## src/rtl/audio_dma_pkg.sv

```systemverilog
package audio_dma_pkg;
  localparam int WORD_BYTES = 4;
  localparam int REG_IDX_W  = 4;
  localparam int DATA_W     = 32;

  localparam logic [REG_IDX_W-1:0] IDX_PLAY_CTRL = 4'd4;
  localparam logic [REG_IDX_W-1:0] IDX_PLAY_ADDR = 4'd5;
  localparam logic [REG_IDX_W-1:0] IDX_PLAY_CNT  = 4'd6;
  localparam logic [REG_IDX_W-1:0] IDX_CAP_CTRL  = 4'd8;
  localparam logic [REG_IDX_W-1:0] IDX_CAP_ADDR  = 4'd9;
  localparam logic [REG_IDX_W-1:0] IDX_CAP_CNT   = 4'd10;

  typedef enum logic [1:0] {
    ST_IDLE = 2'd0,
    ST_BUS  = 2'd1,
    ST_HOLD = 2'd2
  } xfer_state_e;
endpackage

```

## src/rtl/dma_chan_regs.sv

```systemverilog
module dma_chan_regs
  import audio_dma_pkg::*;
#(
  parameter int ADDR_W = 32,
  parameter int CNT_W  = 32
) (
  input  logic              clk,
  input  logic              rst_n,
  input  logic              wr_ctrl,
  input  logic              wr_addr,
  input  logic              wr_cnt,
  input  logic [DATA_W-1:0] wdata,
  input  logic              step,
  output logic              en_q,
  output logic [ADDR_W-1:0] addr_q,
  output logic [CNT_W-1:0]  cnt_q,
  output logic              go,
  output logic              irq_q
);
  localparam logic [CNT_W-1:0]  CNT_STEP  = CNT_W'(WORD_BYTES);
  localparam logic [ADDR_W-1:0] ADDR_STEP = ADDR_W'(WORD_BYTES);

  logic step_ok;

  assign go      = en_q && (cnt_q >= CNT_STEP);
  assign step_ok = step && (cnt_q >= CNT_STEP);

  always_ff @(posedge clk) begin
    if (!rst_n) begin
      en_q   <= 1'b0;
      addr_q <= '0;
      cnt_q  <= '0;
      irq_q  <= 1'b0;
    end else begin
      if (wr_ctrl) en_q <= wdata[0];
      if (wr_addr)      addr_q <= wdata[ADDR_W-1:0];
      else if (step_ok) addr_q <= addr_q + ADDR_STEP;
      if (wr_cnt)       cnt_q <= wdata[CNT_W-1:0];
      else if (step_ok) cnt_q <= cnt_q - CNT_STEP;
      irq_q <= step_ok && en_q && (cnt_q == CNT_STEP) && !wr_cnt;
    end
  end

  assert_irq_at_zero_R5: assert property (@(posedge clk) disable iff (!rst_n)
    irq_q |-> (cnt_q == '0));
  assert_irq_needs_en_R5: assert property (@(posedge clk) disable iff (!rst_n)
    irq_q |-> $past(en_q));
  assert_cnt_no_rise_R4: assert property (@(posedge clk) disable iff (!rst_n)
    !wr_cnt |=> (cnt_q <= $past(cnt_q)));
endmodule

```

## src/rtl/dma_play_chan.sv

```systemverilog
module dma_play_chan
  import audio_dma_pkg::*;
#(
  parameter int ADDR_W = 32
) (
  input  logic              clk,
  input  logic              rst_n,
  input  logic              go,
  input  logic [ADDR_W-1:0] addr_q,
  output logic              mreq,
  output logic [ADDR_W-1:0] maddr,
  input  logic              mack,
  input  logic [DATA_W-1:0] mrdata,
  output logic              pvalid,
  input  logic              pready,
  output logic [DATA_W-1:0] pdata,
  output logic              step
);
  xfer_state_e       st_q;
  logic [ADDR_W-1:0] fetch_addr_q;
  logic [DATA_W-1:0] word_q;

  always_ff @(posedge clk) begin
    if (!rst_n) begin
      st_q         <= ST_IDLE;
      fetch_addr_q <= '0;
      word_q       <= '0;
    end else begin
      case (st_q)
        ST_IDLE: if (go) begin
          fetch_addr_q <= addr_q;
          st_q         <= ST_BUS;
        end
        ST_BUS: if (mack) begin
          word_q <= mrdata;
          st_q   <= ST_HOLD;
        end
        ST_HOLD: if (!go || pready) st_q <= ST_IDLE;
        default: st_q <= ST_IDLE;
      endcase
    end
  end

  assign mreq   = (st_q == ST_BUS);
  assign maddr  = fetch_addr_q;
  assign pvalid = (st_q == ST_HOLD) && go;
  assign pdata  = word_q;
  assign step   = pvalid && pready;

  assert_play_stable_R4: assert property (@(posedge clk) disable iff (!rst_n)
    (pvalid && !pready) |=> $stable(pdata));
  assert_play_req_hold_R9: assert property (@(posedge clk) disable iff (!rst_n)
    (mreq && !mack) |=> (mreq && $stable(maddr)));
endmodule

```

## src/rtl/dma_cap_chan.sv

```systemverilog
module dma_cap_chan
  import audio_dma_pkg::*;
#(
  parameter int ADDR_W = 32
) (
  input  logic              clk,
  input  logic              rst_n,
  input  logic              go,
  input  logic [ADDR_W-1:0] addr_q,
  output logic              mreq,
  output logic [ADDR_W-1:0] maddr,
  output logic [DATA_W-1:0] mwdata,
  input  logic              mack,
  input  logic              cvalid,
  output logic              cready,
  input  logic [DATA_W-1:0] cdata,
  output logic              step
);
  xfer_state_e       st_q;
  logic [ADDR_W-1:0] store_addr_q;
  logic [DATA_W-1:0] word_q;

  assign cready = (st_q == ST_IDLE) && go;

  always_ff @(posedge clk) begin
    if (!rst_n) begin
      st_q         <= ST_IDLE;
      store_addr_q <= '0;
      word_q       <= '0;
    end else begin
      case (st_q)
        ST_IDLE: if (cvalid && cready) begin
          word_q       <= cdata;
          store_addr_q <= addr_q;
          st_q         <= ST_BUS;
        end
        ST_BUS: if (mack) st_q <= ST_IDLE;
        default: st_q <= ST_IDLE;
      endcase
    end
  end

  assign mreq   = (st_q == ST_BUS);
  assign maddr  = store_addr_q;
  assign mwdata = word_q;
  assign step   = mreq && mack;

  assert_cap_req_hold_R9: assert property (@(posedge clk) disable iff (!rst_n)
    (mreq && !mack) |=> (mreq && $stable(maddr) && $stable(mwdata)));
  assert_cap_no_accept_busy_R3: assert property (@(posedge clk) disable iff (!rst_n)
    mreq |-> !cready);
endmodule

```

## src/rtl/dma_bus_arb.sv

```systemverilog
module dma_bus_arb
  import audio_dma_pkg::*;
#(
  parameter int ADDR_W = 32
) (
  input  logic              clk,
  input  logic              rst_n,
  input  logic              p_req,
  input  logic [ADDR_W-1:0] p_addr,
  output logic              p_ack,
  input  logic              c_req,
  input  logic [ADDR_W-1:0] c_addr,
  input  logic [DATA_W-1:0] c_wdata,
  output logic              c_ack,
  output logic              mem_req,
  output logic              mem_we,
  output logic [ADDR_W-1:0] mem_addr,
  output logic [DATA_W-1:0] mem_wdata,
  input  logic              mem_ack
);
  logic busy_q;
  logic owner_cap_q;
  logic sel_cap;

  assign sel_cap   = busy_q ? owner_cap_q : (c_req && !p_req);
  assign mem_req   = sel_cap ? c_req : p_req;
  assign mem_we    = sel_cap;
  assign mem_addr  = sel_cap ? c_addr : p_addr;
  assign mem_wdata = c_wdata;
  assign p_ack     = mem_ack && !sel_cap;
  assign c_ack     = mem_ack && sel_cap;

  always_ff @(posedge clk) begin
    if (!rst_n) begin
      busy_q      <= 1'b0;
      owner_cap_q <= 1'b0;
    end else begin
      busy_q      <= mem_req && !mem_ack;
      owner_cap_q <= sel_cap;
    end
  end

  assert_bus_hold_R9: assert property (@(posedge clk) disable iff (!rst_n)
    (mem_req && !mem_ack) |=> (mem_req && $stable(mem_we) && $stable(mem_addr)));
  assert_tie_play_first_R9: assert property (@(posedge clk) disable iff (!rst_n)
    (p_req && c_req && !busy_q) |-> (mem_req && !mem_we));
endmodule

```

## src/rtl/audio_dma_pair.sv

```systemverilog
module audio_dma_pair
  import audio_dma_pkg::*;
#(
  parameter int ADDR_W = 32,
  parameter int CNT_W  = 32
) (
  input  logic              clk,
  input  logic              rst_n,
  input  logic              reg_we,
  input  logic [3:0]        reg_idx,
  input  logic [31:0]       reg_wdata,
  output logic [31:0]       reg_rdata,
  output logic              mem_req,
  output logic              mem_we,
  output logic [ADDR_W-1:0] mem_addr,
  output logic [31:0]       mem_wdata,
  input  logic              mem_ack,
  input  logic [31:0]       mem_rdata,
  output logic              play_valid,
  input  logic              play_ready,
  output logic [31:0]       play_data,
  input  logic              cap_valid,
  output logic              cap_ready,
  input  logic [31:0]       cap_data,
  output logic              irq_play_done,
  output logic              irq_cap_done
);
  localparam int NCH = 2;

  logic              en_q   [NCH];
  logic [ADDR_W-1:0] addr_q [NCH];
  logic [CNT_W-1:0]  cnt_q  [NCH];
  logic              go     [NCH];
  logic              irq_q  [NCH];
  logic              step   [NCH];

  for (genvar g = 0; g < NCH; g++) begin : g_regs
    localparam logic [REG_IDX_W-1:0] CTRL_IDX = (g == 0) ? IDX_PLAY_CTRL : IDX_CAP_CTRL;
    localparam logic [REG_IDX_W-1:0] ADDR_IDX = (g == 0) ? IDX_PLAY_ADDR : IDX_CAP_ADDR;
    localparam logic [REG_IDX_W-1:0] CNT_IDX  = (g == 0) ? IDX_PLAY_CNT  : IDX_CAP_CNT;

    dma_chan_regs #(.ADDR_W(ADDR_W), .CNT_W(CNT_W)) u_regs (
      .clk     (clk),
      .rst_n   (rst_n),
      .wr_ctrl (reg_we && (reg_idx == CTRL_IDX)),
      .wr_addr (reg_we && (reg_idx == ADDR_IDX)),
      .wr_cnt  (reg_we && (reg_idx == CNT_IDX)),
      .wdata   (reg_wdata),
      .step    (step[g]),
      .en_q    (en_q[g]),
      .addr_q  (addr_q[g]),
      .cnt_q   (cnt_q[g]),
      .go      (go[g]),
      .irq_q   (irq_q[g])
    );
  end

  logic              p_req, p_ack, c_req, c_ack;
  logic [ADDR_W-1:0] p_addr, c_addr;
  logic [31:0]       c_wdata;

  dma_play_chan #(.ADDR_W(ADDR_W)) u_play (
    .clk    (clk),
    .rst_n  (rst_n),
    .go     (go[0]),
    .addr_q (addr_q[0]),
    .mreq   (p_req),
    .maddr  (p_addr),
    .mack   (p_ack),
    .mrdata (mem_rdata),
    .pvalid (play_valid),
    .pready (play_ready),
    .pdata  (play_data),
    .step   (step[0])
  );

  dma_cap_chan #(.ADDR_W(ADDR_W)) u_cap (
    .clk    (clk),
    .rst_n  (rst_n),
    .go     (go[1]),
    .addr_q (addr_q[1]),
    .mreq   (c_req),
    .maddr  (c_addr),
    .mwdata (c_wdata),
    .mack   (c_ack),
    .cvalid (cap_valid),
    .cready (cap_ready),
    .cdata  (cap_data),
    .step   (step[1])
  );

  dma_bus_arb #(.ADDR_W(ADDR_W)) u_arb (
    .clk       (clk),
    .rst_n     (rst_n),
    .p_req     (p_req),
    .p_addr    (p_addr),
    .p_ack     (p_ack),
    .c_req     (c_req),
    .c_addr    (c_addr),
    .c_wdata   (c_wdata),
    .c_ack     (c_ack),
    .mem_req   (mem_req),
    .mem_we    (mem_we),
    .mem_addr  (mem_addr),
    .mem_wdata (mem_wdata),
    .mem_ack   (mem_ack)
  );

  always_comb begin
    case (reg_idx)
      IDX_PLAY_CTRL: reg_rdata = {31'b0, en_q[0]};
      IDX_PLAY_ADDR: reg_rdata = 32'(addr_q[0]);
      IDX_PLAY_CNT:  reg_rdata = 32'(cnt_q[0]);
      IDX_CAP_CTRL:  reg_rdata = {31'b0, en_q[1]};
      IDX_CAP_ADDR:  reg_rdata = 32'(addr_q[1]);
      IDX_CAP_CNT:   reg_rdata = 32'(cnt_q[1]);
      default:       reg_rdata = 32'b0;
    endcase
  end

  assign irq_play_done = irq_q[0];
  assign irq_cap_done  = irq_q[1];

  assert_irq_single_R5: assert property (@(posedge clk) disable iff (!rst_n)
    irq_play_done |=> !irq_play_done);
  assert_idle_no_play_R6: assert property (@(posedge clk) disable iff (!rst_n)
    !go[0] |-> !play_valid);
endmodule

```

## config.mk

```make
export PLATFORM = sky130hd
export DESIGN_NAME = audio_dma_pair
export DESIGN_NICKNAME = d
export VERILOG_FILES = /design/src/rtl/audio_dma_pkg.sv /design/src/rtl/dma_chan_regs.sv /design/src/rtl/dma_play_chan.sv /design/src/rtl/dma_cap_chan.sv /design/src/rtl/dma_bus_arb.sv /design/src/rtl/audio_dma_pair.sv
export SDC_FILE = /design/constraint.sdc
export NUM_CORES = 1
export LEC_CHECK = 0
export CORE_ASPECT_RATIO = 2
export CORE_UTILIZATION = 57
export DETAILED_ROUTE_END_ITERATION = 7
export PLACE_DENSITY_LB_ADDON = 0.1
export SLEW_MARGIN = 30
export SYNTH_ARGS = -nofsm -noshare
export SYNTH_HDL_FRONTEND = slang
export SYNTH_SLANG_ARGS = --single-unit
```

## constraint.sdc

```tcl
create_clock -name clk -period 6.9 [get_ports clk]
set_clock_uncertainty 0.1 [all_clocks]
set_input_delay 1.38 -clock clk [delete_from_list [all_inputs] [get_ports clk]]
set_output_delay 1.38 -clock clk [all_outputs]
set_load 0.01 [all_outputs]
```

# Yosys cells after proc, flatten, opt, wreduce, memory -nomap -nowiden
# Index checks and enable logic that the tools add are counted.
# word_totals
elab_cells	100
input_bits	106
ff_bits	266
# classes
n_reduce_logical	43
mux	19
eq_ne	16
n_addsub	4
order_cmp	2
# op_table
operator	n
two-way mux 32 bit	9
one-hot mux 32 bit (6 select lines)	1
adder 32 x 3 -> 32 bit, second input constant	2
== test 32 x 3 -> 1 bit, second input constant	2
greater-or-equal comparator 32 x 3 -> 1 bit, second input constant	2
subtractor 32 x 3 -> 32 bit, second input constant	2
logical AND 1 bit	25
== test 4 x 3 -> 1 bit, second input constant	3
== test 4 bit, second input constant	3
two-way mux 2 bit	5
AND reduction 2 bit	4
nonzero test 2 bit	4
zero test 1 bit	6
!= test 2 bit, second input constant	3
one-hot mux 2 bit (3 select lines)	1
== test 2 x 1 -> 1 bit, second input constant	2
zero test 2 bit	2
!= test 2 x 1 -> 1 bit, second input constant	2
one-hot mux 2 bit (2 select lines)	1
AND reduction 3 bit	1
== test 2 bit, second input constant	1
two-way mux 1 bit	2
logical OR 1 bit	1

# Logic depth before layout (Yosys ltp)
# logic_depth
ltp_word	10
ltp_mapped	12

# By module
# From an unflattened synthesis, not the netlist that was laid out.
# hier_totals
cells_unflattened	1717
hier_area_um2	14557.7
# by_module_without_submodules
mod	area_per_inst_um2	seq_area_each_um2	n_inst	cells_per_inst
dma_chan_regs at g_regs[1].u_regs	3813.7	1321.3	1	462
dma_chan_regs at g_regs[0].u_regs	3742.3	1321.3	1	464
dma_play_chan	2700.1	1321.3	1	291
dma_cap_chan	2597.5	1301.2	1	284
audio_dma_pair	859.6	0.0	1	134
dma_bus_arb	844.6	40.0	1	82

# Least setup slack after synthesis
# OpenSTA, ideal clock, no wires.
# synth_path
path_type	input -> output
startpoint	input port reg_idx[3]
endpoint	output port reg_rdata[10]
cell_stages	6
t_arrival_ns	2.419
setup_slack_ns	3.001
n_path_buf	2
cell_sequence	nor2b_1 and2_1 clkbuf_1 clkbuf_1 a22oi_1 nand2_1
# synth_between
elab_chain_len	2
word_cells_on_any_way	7
classes_between	eq/ne (6); mux (1)
# synth_lines
element	line	source
start: declaration	audio_dma_pair.sv:10	input logic [3:0] reg_idx,
== test 4 bit or == test 4 x 3 -> 1 bit (tied branches)	audio_dma_pair.sv:110	case (reg_idx)
one-hot mux 32 bit (6 select lines) (*)	audio_dma_pair.sv:110	
end: declaration	audio_dma_pair.sv:12	output logic [31:0] reg_rdata,
# Every way passes the cells marked *; elsewhere a longest branch is shown, timed or not.

# Worst setup path in the final report
# layout_path
startpoint	input port reg_idx[1]
endpoint	output port reg_rdata[21]
# The elaborated chain is that of the path after synthesis.

==> run summary <==
FF/Latch Area: 5310 um2
DP Area: 15600 um2
Rows: 78
Setup TNS: 0 ns
Crit-path max cell delay: 0.63 ns
First-pass iteration count of the detailed router: 7
Root Buffer: clkbuf_16
Dpl cells: 2059
Worst IR Drop VDD: 0.000229 V
CTS Sinks: 265
Worst Hold Class: reg2reg
Post-CTS Hold Buffers: 0
Reg2reg end: u_cap.maddr[19]
Combinational power share: 10.7%
Area share of fa/ha/maj cells after synthesis: 0.571%
Post-layout nets: 1917
Final Hold Vio Count: 0
Yosys reg bits: 265
Netlist cell types: 58
Tcrit/Tclk final: 76.9%
Finished Core Util: 72.2%
Diode count: 0
R2r worst-path depth: 9
Hold Path Depth: 2
Input/output buffers: 239
RSZ-0062 raised after global routing: no
Syn Inst Count: 1644
NetSw: 871 uW
Most used flip-flop cell after synthesis: dfxtp_1
Setup crit start kind: primary input
CTS tree: done
CP max stage cell: clkdlybuf4s50_1
ANT nets after route: 0
Synthesized Nets: 1756
DIE HEIGHT: 217 um
CP bufs+invs: 3
# setup viols final: 0
Worst-margin pin slew: 1.04 ns
# DRC: 0
Crit Reg-Reg Startpoint: g_regs[1].u_regs.cnt_q[3]
Most frequent cells in the layout: 265 x dfxtp_1, 242 x nand2_1, 238 x clkdlybuf4s50_1, 173 x o21ai_0, 132 x a21oi_1
Sequential area share after synthesis: 40.4%
Area growth syn-to-layout: 24.5%
H-tree levels: 1
Synth area leaders: dfxtp_1 40%, nand2_1 6.9%, o21ai_0 6.6%
Syn Area/Cell: 8.00 um2
Die Span X: 109 um
CP delay by family, top: buffers and inverters
Largest net degree at the start of global routing: 142
Worst hold slack: 0.353 ns
Cell leakage power: 5.82 nW
Synthesized cell area: 13100 um2
Multi-input gate area: 7290 um2
GP Congestion: 0.965
Internal: 2.43 mW
CP Data Required Time: 5.42 ns
Vias per cell: 6.39
YS warnings: 0
Max Root-Sink Buffers: 3
Initial antenna violation count: 1
Reg2reg setup slack: 3.06 ns
IO Pins: 240
Crit-path cells: clkdlybuf4s50_1 -> nor2b_1 -> and2_1 -> buf_4 -> a22oi_1 -> nand2_1 -> clkdlybuf4s50_1
Worst-path clk slew: 0.07 ns
Sw Ratio: 26.4%
PD cells: 202 nW/um2
Post-synthesis xor/xnor area fraction: 5.86%
Synth Area in Simple Gates: 24.3%
Worst Setup End Kind: output port
Crit path top cell by count: clkdlybuf4s50_1
Drt wl/cell: 21.1 um
Slew headroom: 30.2%
Total routed wirelength: 44300 um
GRT Overall Usage: 36.9%
Post-synth ARST share: 0%
Design Area, Final: 16400 um2
FMAX: 188 MHz
Clock buffer count from CTS: 24
Synth Area in Compound Gates: 18.5%
Hold Crit Endpoint: u_play.pdata[7]
Global-route wire length before repair: 68100 um
Hold wc startpoint: u_play.pdata[7]
MaxCap Viol Count: 0
Core area: 22600 um2
Post-synth EDFFs: 0
Initial drt markers: 1184
Cell Count, Final, Fillers Out: 2102
Crit Path Class: in2out
Worst-skew pair later-pin latency: 0.54 ns
Vias in the first global route: 13000
Min Tclk post-route: 5.31 ns
Max Fanout on Critical Path: 33
Post_cts resized: 0
DR vias: 13400
Clock group share of total power: 41.6%
Number of setup buffers added after CTS: 0
Global route total overflow: 0
Commonest non-fill, non-tap cell in the layout: dfxtp_1
Largest family of logic cells by synthesized area: simple AND/OR/NAND/NOR gates
Crit path DAT: 3.83 ns
Initial Util: 58.1%
Leading area contributor after synthesis: dfxtp_1
Part of the power in registers: 47.8%
Max Slew Vio Count: 0
Status: finished, final reports clean
Post-DP HPWL: 31600 um
Synth top area share: 40.4%
Die ar.: 23700 um2
Fillers: 1863
Layout cells sized above 1: 6.64%
Post-synthesis mux area share: 5.79%
-- through the flow --
stage / total power [mW] / setup slack, ns
3_3_place_gp: 1.94 / 1.83
4_1_cts: 3.29 / 1.67
6_report: 3.30 / 1.59
2_1_floorplan: 1.78 / 3.00
5_1_grt: 3.38 / 1.53
3_5_place_dp: 1.95 / 1.67
-- registers in the layout, summed over array words and instances (netlist names) --
register / flops
u_cap.st_q: 1
g_regs.u_regs.cnt_q: 64
u_arb.owner_cap_q: 1
g_regs.u_regs.irq_q: 2
u_arb.busy_q: 1
u_play.maddr: 32
g_regs.u_regs.addr_q: 64
u_play.pdata: 32
u_cap.mwdata: 32
u_cap.maddr: 32
u_play.st_q: 2
g_regs.u_regs.en_q: 2
-- final cells by class --
cell class	count	area share (%)
clock buffer	32	4.29
clock inverter	11	0.581
multi-input combinational	1240	44.5
inverter	11	0.252
sequential	265	32.4
tap	280	2.14
timing repair buffer	263	15.8
-- power by group through the flow --
stage	clock, mW	sequential [mW]	combinational, mW
final	1.37	1.58	0.352
after global routing	1.43	1.58	0.369
after CTS	1.38	1.58	0.338
after detailed placement	0	1.61	0.337
after global placement	0	1.61	0.332
after floorplan	0	1.60	0.180
-- cell usage after synthesis (22+ instances only) --
library cell / count
mux2_2: 32
nor3_1: 40
a22oi_1: 67
a21oi_1: 132
or3_1: 22
o21ai_0: 173
xor2_1: 37
nor4_1: 39
mux2i_1: 40
nand2_1: 242
dfxtp_1: 265
nand3_1: 111
nand4_1: 28
xnor2_1: 51
nor2_1: 79
clkbuf_1: 104
-- worst max-delay path by stage --
stage | startpoint | to | cells past startpoint
floorplan | reg_idx[3] | reg_rdata[10] | 6
global placement | reg_idx[1] | reg_rdata[21] | 7
detailed placement | reg_idx[1] | reg_rdata[21] | 7
CTS | reg_idx[1] | reg_rdata[21] | 7
global route | reg_idx[1] | reg_rdata[21] | 7
finish | reg_idx[1] | reg_rdata[21] | 7
-- tightest hold or removal path, delay by kind of cell (launching register included) --
kind / cells / cell delay [ns]
and+or+nand+nor: 1 / 0.05
DFF: 1 / 0.31
AOI/OAI and AO/OA: 1 / 0.05
-- kinds of logic after synthesis --
kind of cell | Yosys count
mux | 72
xor+xnor | 88
simple gates | 649
fa+ha+maj | 6
flops | 265
compound gates | 425
buf+inv | 139
-- routing by layer --
metal	routed length [um]	GRT usage [%]	share of wire, %	vias up
met2	21800	63.8	49	789
li1	-	-	-	6236
met1	15800	42.2	36	6214
met3	3980	5.45	9.0	196
met4	2720	21.8	6.1	0
met5	0	0	0	-
(Power assumes the default switching activity.)
